`src/rtl/err_irq_pkg.sv`:
```
package err_irq_pkg;
  localparam int NUM_CLASS = 4;
  localparam int ADDR_STATUS = 0;
  localparam int ADDR_IRQCTL = 1;
  localparam int ADDR_MISC   = 2;
  localparam int ADDR_ERRBASE = 4;

  typedef struct packed {
    logic wrIrqCtl;
    logic wrMisc;
    logic rdStatus;
    logic rdIrqCtl;
    logic rdMisc;
    logic rdErr;
  } regStrobe_t;
endpackage

```
`src/rtl/err_irq_ctrl.sv`:
```
module err_irq_ctrl
  import err_irq_pkg::*;
#(
  parameter int ADDR_W = 6,
  parameter int ERR_BYTES = 2,
  localparam int TOT_BYTES = NUM_CLASS * ERR_BYTES,
  localparam int IDX_W = $clog2(TOT_BYTES)
) (
  input  logic [ADDR_W-1:0] addr,
  input  logic              wrEn,
  input  logic              rdEn,
  output regStrobe_t        strb,
  output logic [IDX_W-1:0]  errIdx
);
  logic [ADDR_W-1:0] offset;
  logic errHit;

  always_comb begin
    offset = addr - ADDR_W'(ADDR_ERRBASE);
    errHit = (addr >= ADDR_W'(ADDR_ERRBASE)) &&
             (addr <  ADDR_W'(ADDR_ERRBASE + TOT_BYTES));
    errIdx = offset[IDX_W-1:0];
    strb.wrIrqCtl = wrEn && (addr == ADDR_W'(ADDR_IRQCTL));
    strb.wrMisc   = wrEn && (addr == ADDR_W'(ADDR_MISC));
    strb.rdStatus = rdEn && (addr == ADDR_W'(ADDR_STATUS));
    strb.rdIrqCtl = rdEn && (addr == ADDR_W'(ADDR_IRQCTL));
    strb.rdMisc   = rdEn && (addr == ADDR_W'(ADDR_MISC));
    strb.rdErr    = rdEn && errHit;
  end

  // read strobes are mutually exclusive
  always_comb begin
    p_one_read_target_r10: assert ($onehot0({strb.rdStatus, strb.rdIrqCtl, strb.rdMisc, strb.rdErr}))
      else $error("p_one_read_target_r10");
  end
endmodule

```
`src/rtl/err_irq_dpath.sv`:
```
module err_irq_dpath
  import err_irq_pkg::*;
#(
  parameter int PORTS = 16,
  parameter int DATA_W = 8,
  localparam int ERR_BYTES = PORTS / DATA_W,
  localparam int TOT_BYTES = NUM_CLASS * ERR_BYTES,
  localparam int IDX_W = $clog2(TOT_BYTES)
) (
  input  logic                            clk,
  input  logic                            rstN,
  input  regStrobe_t                      strb,
  input  logic [IDX_W-1:0]                errIdx,
  input  logic                            rdEn,
  input  logic [DATA_W-1:0]               wrData,
  input  logic [NUM_CLASS-1:0][PORTS-1:0] errIn,
  output logic [DATA_W-1:0]               rdData,
  output logic                            irqN,
  output logic [PORTS-1:0]                reinitReq,
  output logic                            bistEn,
  output logic [3:0]                      cellDelay
);
  logic [NUM_CLASS-1:0][PORTS-1:0] errQ, errPrev, clrMask;
  logic [7:0] irqCtl;
  logic [3:0] classAny;
  logic [DATA_W-1:0] rdMux;
  logic [NUM_CLASS*PORTS-1:0] errFlat;

  assign errFlat = errQ;

  for (genvar c = 0; c < NUM_CLASS; c++) begin : g_class
    assign classAny[NUM_CLASS-1-c] = |errQ[c];
    for (genvar b = 0; b < ERR_BYTES; b++) begin : g_byte
      assign clrMask[c][b*DATA_W +: DATA_W] =
        {DATA_W{strb.rdErr && (errIdx == IDX_W'(c*ERR_BYTES + b))}};

      // a cleared byte with no new events reads back empty
      p_clear_byte_r6: assert property (@(posedge clk) disable iff (!rstN)
        (strb.rdErr && errIdx == IDX_W'(c*ERR_BYTES + b) && errIn[c][b*DATA_W +: DATA_W] == '0)
        |=> errQ[c][b*DATA_W +: DATA_W] == '0)
        else $error("p_clear_byte_r6");
    end

    // every arriving event is held in the following cycle
    p_no_lost_event_r9: assert property (@(posedge clk) disable iff (!rstN)
      (errIn[c] != '0) |=> ((errQ[c] & $past(errIn[c])) == $past(errIn[c])))
      else $error("p_no_lost_event_r9");
  end

  always_ff @(posedge clk) begin
    if (!rstN) begin
      errQ <= '0;
      errPrev <= '0;
      irqCtl <= '0;
      bistEn <= 1'b0;
      cellDelay <= '0;
      rdData <= '0;
    end else begin
      errQ <= (errQ & ~clrMask) | errIn;
      errPrev <= errQ;
      if (strb.wrIrqCtl) irqCtl <= wrData[7:0];
      if (strb.wrMisc) begin
        bistEn <= wrData[4];
        cellDelay <= wrData[3:0];
      end
      if (rdEn) rdData <= rdMux;
    end
  end

  always_comb begin
    rdMux = '0;
    if (strb.rdStatus) rdMux[3:0] = classAny;
    if (strb.rdIrqCtl) rdMux[7:0] = irqCtl;
    if (strb.rdMisc)   rdMux[4:0] = {bistEn, cellDelay};
    if (strb.rdErr)    rdMux = errFlat[errIdx*DATA_W +: DATA_W];
  end

  assign irqN = ~|(irqCtl[3:0] & classAny);

  always_comb begin
    reinitReq = '0;
    for (int c = 0; c < NUM_CLASS; c++)
      reinitReq |= {PORTS{irqCtl[7-c]}} & errQ[c] & ~errPrev[c];
  end

  // a restart request lasts a single cycle
  p_reinit_single_r4: assert property (@(posedge clk) disable iff (!rstN)
    (reinitReq != '0) |=> ((reinitReq & $past(reinitReq)) == '0))
    else $error("p_reinit_single_r4");

  // the interrupt line is only pulled when some class is enabled
  p_irq_needs_enable_r3: assert property (@(posedge clk) disable iff (!rstN)
    !irqN |-> (irqCtl[3:0] != 4'd0))
    else $error("p_irq_needs_enable_r3");
endmodule

```
`src/rtl/err_irq_regs.sv`:
```
module err_irq_regs
  import err_irq_pkg::*;
#(
  parameter int PORTS = 16,
  parameter int DATA_W = 8,
  parameter int ADDR_W = 6,
  localparam int ERR_BYTES = PORTS / DATA_W,
  localparam int IDX_W = $clog2(NUM_CLASS * ERR_BYTES)
) (
  input  logic              clk,
  input  logic              rstN,
  input  logic [ADDR_W-1:0] addr,
  input  logic              wrEn,
  input  logic [DATA_W-1:0] wrData,
  input  logic              rdEn,
  output logic [DATA_W-1:0] rdData,
  input  logic [PORTS-1:0]  clkErrIn,
  input  logic [PORTS-1:0]  druErrIn,
  input  logic [PORTS-1:0]  thrErrIn,
  input  logic [PORTS-1:0]  lnkErrIn,
  output logic              irqN,
  output logic [PORTS-1:0]  reinitReq,
  output logic              bistEn,
  output logic [3:0]        cellDelay
);
  regStrobe_t strb;
  logic [IDX_W-1:0] errIdx;
  logic [NUM_CLASS-1:0][PORTS-1:0] errIn;

  assign errIn = {lnkErrIn, thrErrIn, druErrIn, clkErrIn};

  err_irq_ctrl #(.ADDR_W(ADDR_W), .ERR_BYTES(ERR_BYTES)) u_ctrl (
    .addr(addr), .wrEn(wrEn), .rdEn(rdEn), .strb(strb), .errIdx(errIdx)
  );

  err_irq_dpath #(.PORTS(PORTS), .DATA_W(DATA_W)) u_dpath (
    .clk(clk), .rstN(rstN), .strb(strb), .errIdx(errIdx), .rdEn(rdEn),
    .wrData(wrData), .errIn(errIn), .rdData(rdData), .irqN(irqN),
    .reinitReq(reinitReq), .bistEn(bistEn), .cellDelay(cellDelay)
  );
endmodule

```
`config.mk`:
```
export PLATFORM = sky130hd
export DESIGN_NAME = err_irq_regs
export DESIGN_NICKNAME = d
export VERILOG_FILES = /design/src/rtl/err_irq_pkg.sv /design/src/rtl/err_irq_ctrl.sv /design/src/rtl/err_irq_dpath.sv /design/src/rtl/err_irq_regs.sv
export SDC_FILE = /design/constraint.sdc
export NUM_CORES = 1
export LEC_CHECK = 0
export ABC_CLOCK_PERIOD_IN_PS = 3300
export BUFFER_PORTS_ARGS = -buffer_cell sky130_fd_sc_hd__buf_4
export CAP_MARGIN = 40
export CORE_UTILIZATION = 50
export DETAILED_ROUTE_END_ITERATION = 7
export GPL_TIMING_DRIVEN = 0
export PLACE_DENSITY = 0.84
export SLEW_MARGIN = 0
export SYNTH_ARGS = -nofsm -noshare
export SYNTH_HDL_FRONTEND = slang
export SYNTH_SLANG_ARGS = --single-unit
```
`constraint.sdc`:
```
create_clock -name clk -period 3.3 [get_ports clk]
set_input_delay 0.66 -clock clk [delete_from_list [all_inputs] [get_ports clk]]
set_output_delay 0.66 -clock clk [all_outputs]
set_load 0.02 [all_outputs]
```
Word level (Yosys, flattened, before mapping)
Index checks and enable logic that the tools add are counted.
{ "classes": {"addsub": 1, "mul": 0, "n_div": 0, "magnitude_cmp": 2, "eq_ne": 9, "shift": 1, "mux": 4, "n_bitwise": 19, "n_reduce_logical": 23} }
{ "op_table": {"columns": ["cell", "n"], "rows": [
  ["$and A16 B16 Y16", 8],
  ["$and A64 B64 Y64", 1],
  ["$not A16 Y16", 4],
  ["$not A64 Y64", 1],
  ["$or A64 B64 Y64", 1],
  ["$reduce_or A16 Y1", 4],
  ["$shiftx A64 B7 Y8", 1],
  ["$or A16 B16 Y16", 3],
  ["$mux W8", 2],
  ["$logic_and A1 B1 Y1", 15],
  ["$eq A3 B3 Y1 const B", 4],
  ["$eq A3 B2 Y1 const B", 2],
  ["$eq A6 B1 Y1 const B", 1],
  ["$eq A6 B2 Y1 const B", 1],
  ["$ge A6 B3 Y1 const B", 1],
  ["$logic_not A6 Y1", 1],
  ["$lt A6 B4 Y1 const B", 1],
  ["$mux W5", 1],
  ["$and A4 B4 Y4", 1],
  ["$mux W4", 1],
  ["$reduce_or A4 Y1", 1],
  ["$eq A3 B1 Y1 const B", 1],
  ["$logic_not A3 Y1", 1],
  ["$sub A3 B3 Y3 const B", 1],
  ["$logic_not A1 Y1", 1]
]} }
{ "word_totals": {"register_bits": 149, "latchBits": 0, "ramBits": 0, "mem_bits_ro": 0, "out_inout_bits": 30, "wordCells": 71, "memories": 0} }

Depth between registers and ports, before layout
{ "depth": {"depth_word": 7, "ltp_mapped": 8} }

By module
Synthesis repeated with hierarchy kept, for this count alone.
{ "hier_totals": {"hier_cells": 607, "area_unflattened_um2": 6099.6} }
{ "modules_own_cells": {"columns": ["mod", "n_inst", "cells_per_inst", "area_per_inst_um2"], "rows": [
  ["err_irq_dpath", 1, 593, 5993.2],
  ["err_irq_ctrl", 1, 14, 106.4]
]} }

Least setup slack after synthesis
Ideal clock, no wire load.
{ "synth_timing": {"path_kind": "input -> register", "startpoint": "in addr[5]", "endpoint": "reg u_dpath.rdData[2]", "setup_time_ns": 0.093, "arrival_time_ns": 1.909, "t_required_ns": 3.207, "path_slack_ns": 1.298, "path_stages": 7, "n_path_buf": 2, "cell_sequence": "or4_1 > buf_4 > nor2_4 > buf_6 > a21o_4 > a22oi_2 > o311ai_2"} }
{ "synth_between": {"elab_chain_cells": 6} }
{ "synth_rtl": {"columns": ["item", "line_no", "source"], "rows": [
  ["start: declaration", "err_irq_regs.sv:12", "input logic [ADDR_W-1:0] addr,"],
  ["branches (longest 5 deep; another with $ge A6 B3 Y1)", null, null],
  ["$mux W8 (*)", "err_irq_dpath.sv:75", "if (strb.rdErr) rdMux = errFlat[errIdx*DATA_W +: DATA_W];"],
  ["end signal: assignment", "err_irq_dpath.sv:66", "if (rdEn) rdData <= rdMux;"],
  ["end: declaration", "err_irq_dpath.sv:17", "output logic [DATA_W-1:0] rdData,"]
]} }
Mark *: on every way between the ends.
A chain may end at the register's enable or synchronous reset.

Worst setup path in the final report
{ "layout_timing": {"startpoint": "reg u_dpath.irqCtl[4]", "endpoint": "out reinitReq[5]"} }
{ "layout_between": {"elab_chain_cells": 3} }
{ "layout_rtl": {"columns": ["item", "line_no", "source"], "rows": [
  ["start: declaration", "err_irq_dpath.sv:24", "logic [7:0] irqCtl;"],
  ["start signal: assignment", "err_irq_dpath.sv:61", "if (strb.wrIrqCtl) irqCtl <= wrData[7:0];"],
  ["$and A16 B16 Y16 (2 in a row)", "err_irq_dpath.sv:83", "reinitReq |= {PORTS{irqCtl[7-c]}} & errQ[c] & ~errPrev[c];"],
  ["$or A16 B16 Y16", "err_irq_dpath.sv:83", null],
  ["end: declaration", "err_irq_regs.sv:22", "output logic [PORTS-1:0] reinitReq,"]
]} }
No other way between the ends.

==> summary.txt <==
Setup crit start: u_dpath.irqCtl[4]
Prevailing post-synth register cell: dfxtp_1
CP Class: reg2out
Initial DRC Count: 596
Slew at the pin closest to its max-slew limit: 0.6534 ns
Grt total ovfl: 0
Seq cells post-synth: 149
Max VDD drop: 0.3411 mV
FF-to-FF setup slack: 1.50 ns
Post-Syn Area per Cell: 9.700 sq um
Drt wl/cell: 20.76 microns
Largest net degree at the start of global routing: 17
Global-route wire length before repair: 29150 microns
Hold Crit Endpoint: u_dpath.errFlat[22]
Area of the multi-input gates: 2835 sq um
Initial antenna violation count: 1
Post-synth EDFFs: 0
Max Cap Viol: 0
DR vias/cell: 6.198
Clock tree buffer depth: 2
Hold-fix buffers, CTS: 0
GP Congestion: 0.9493
Core Footprint: 11560 sq um
Most frequent cells in the layout: 149 x dfxtp_1, 111 x buf_4, 86 x nand2_1
Worst hold stages: 2
Initial Util: 51.83%
Final hold viol count: 0
PortBufs: 110
Setup TNS: 0 ns
Reg clk slew, reported paths: 0.07 ns
Layout Skew: 0.01182 ns
Syn nets: 700
CTS tree: built
FF+latch area: 2983 sq um
Min cycle time layout: 3.072 ns
DIE AREA: 12430 sq um
Slew Limit Fails: 0
Antenna viol nets, final: 0
Worst setup EP type: output port
DP Worst Slack: 0.7286 ns
WP data required: 2.64 ns
Most common cell after layout, fill and taps aside: dfxtp_1
Max_slew headroom: 56.44%
Cells after Synth: 618
Root Buffer: clkbuf_16
Critical path startpoint category: register
R2R cell count: 5
Hold_ws: 0.4378 ns
FMAX: 325.5 MHz
Sequential fraction of the synthesis area: 49.76%
Mapped Area: 5994 sq um
I/O pin count: 112
CTS sink count: 149
Layout Nets: 829
Setup WS post-layout: 0.2279 ns
Die H: 111.5 microns
Post-layout util: 65.64%
Finish-stage setup viols: 0
Post_cts resized: 0
DRC errors left: 6
Post-synth ARST share: 0%
Leakage: 0.003146 uW
Worst-skew pair later-pin latency: 0.43 ns
Via count: 5597
Origin of the critical flop-to-flop path: u_dpath.errFlat[51]
H-tree depth: 4
Cell variety after synth: 47
Synth-to-Final Area Change: 26.63%
Violated checks: design-rule violations
Status: finished with violations
Fill count: 911
Worst Path Max Fanout: 10
All-layer global routing usage: 31.09%
Vias in the first global route: 5450
TritonRoute pass-1 iters: 8
Synth warn: 0
Dpl hpwl: 13580 microns
RSZ-0062 raised after global routing: no
ANT cells: 0
Cell Pwr Density: 578.2 nW/um^2
Final wirelength: 18750 microns
Share of cells above drive strength 1: 23.55%
Period utilisation layout: 93.09%
Post-CTS Setup Bufs: 0
Reg2reg end: u_dpath.rdData[0]
CTS Buf Count: 17
Hold WC Path Type: in2reg
FP Rows: 39
Die width: 111.5 microns
Hold_sp: druErrIn[6]
Crit path arrival time: 2.41 ns
==> logic make-up (layout without fill, tap and decap cells) <==
kind of cell	Yosys count	count (layout)	synth area share (%)
compound gates	166	166	21.42
buf+inv	41	183	2.943
mux	27	27	5.051
flops	149	149	49.76
simple gates	234	234	20.68
xor+xnor	1	1	0.1461
==> state kept, by name, indices dropped and copies added, names as in the netlist <==
| name | flops |
|---|---|
| u_dpath.bistEn | 1 |
| u_dpath.cellDelay | 4 |
| u_dpath.errFlat | 64 |
| u_dpath.errPrev | 64 |
| u_dpath.irqCtl | 8 |
| u_dpath.rdData | 8 |
==> final cells by class <==
class                   instances  share of cell area, %
multi-input cells             428                  37.35
well taps                     143                  2.357
repair buffers                110                  10.88
plain buffers                  41                  2.324
clock buffers                  18                  5.785
flip-flops and latches        149                  39.29
clock inverters                14                  2.011
==> critical path: stages (launching register included) <==
cell and delay [ns]:
dfxtp_1 0.30, clkbuf_1 0.42, clkbuf_1 0.56, nand2_1 0.10, o22ai_1 0.29, or2_2 0.18, buf_4 0.13
==> cell usage after synthesis, types with 8 or more instances <==
library cell | number | share of area, %
nand2_1 | 86 | 5.4
mux2i_1 | 22 | 3.7
nor4_1 | 16 | 1.7
a22oi_1 | 14 | 1.8
nand3_1 | 13 | 1.1
or2_2 | 16 | 1.7
buf_2 | 9 | 0.75
and2_1 | 66 | 6.9
o22ai_1 | 34 | 3.5
o21ai_0 | 8 | 0.67
clkbuf_1 | 30 | 1.9
dfxtp_1 | 149 | 50
a22o_1 | 66 | 9.6
==> layer usage <==
| layer | global-route usage (%) | share of wire, % |
|---|---|---|
| met4 | 17.03 | 4.2 |
| met2 | 49.92 | 47 |
| met1 | 36.51 | 38 |
| met5 | 0 | 0.19 |
| met3 | 10.78 | 11 |
==> how the worst max path moves through the flow <==
stage,slack (ns),endpoint,cells after the start
after floorplan,1.30,u_dpath.rdData[2],7
after global placement,0.74,reinitReq[5],6
after detailed placement,0.73,reinitReq[5],6
after CTS,0.26,reinitReq[5],6
after global routing,0.13,reinitReq[5],6
final,0.23,reinitReq[5],6
==> where the power goes <==
part	switching (uW)	total, uW	internal, uW
combinational	184	395	212
sequential	148	2080	1930
clock	779	1910	1140
total	1110	4390	3280
==> per-stage QoR <==
| stage | std cells | power, uW | instance area, sq um |
|---|---|---|---|
| detailed placement | 871 | 2493 | 6999 |
| global placement | 871 | 2476 | 6999 |
| CTS | 903 | 4392 | 7591 |
| floorplan | 618 | 2284 | 5995 |
| finish | 903 | 4390 | 7591 |
| global route | 903 | 4524 | 7591 |
(Power assumes the default switching activity.)
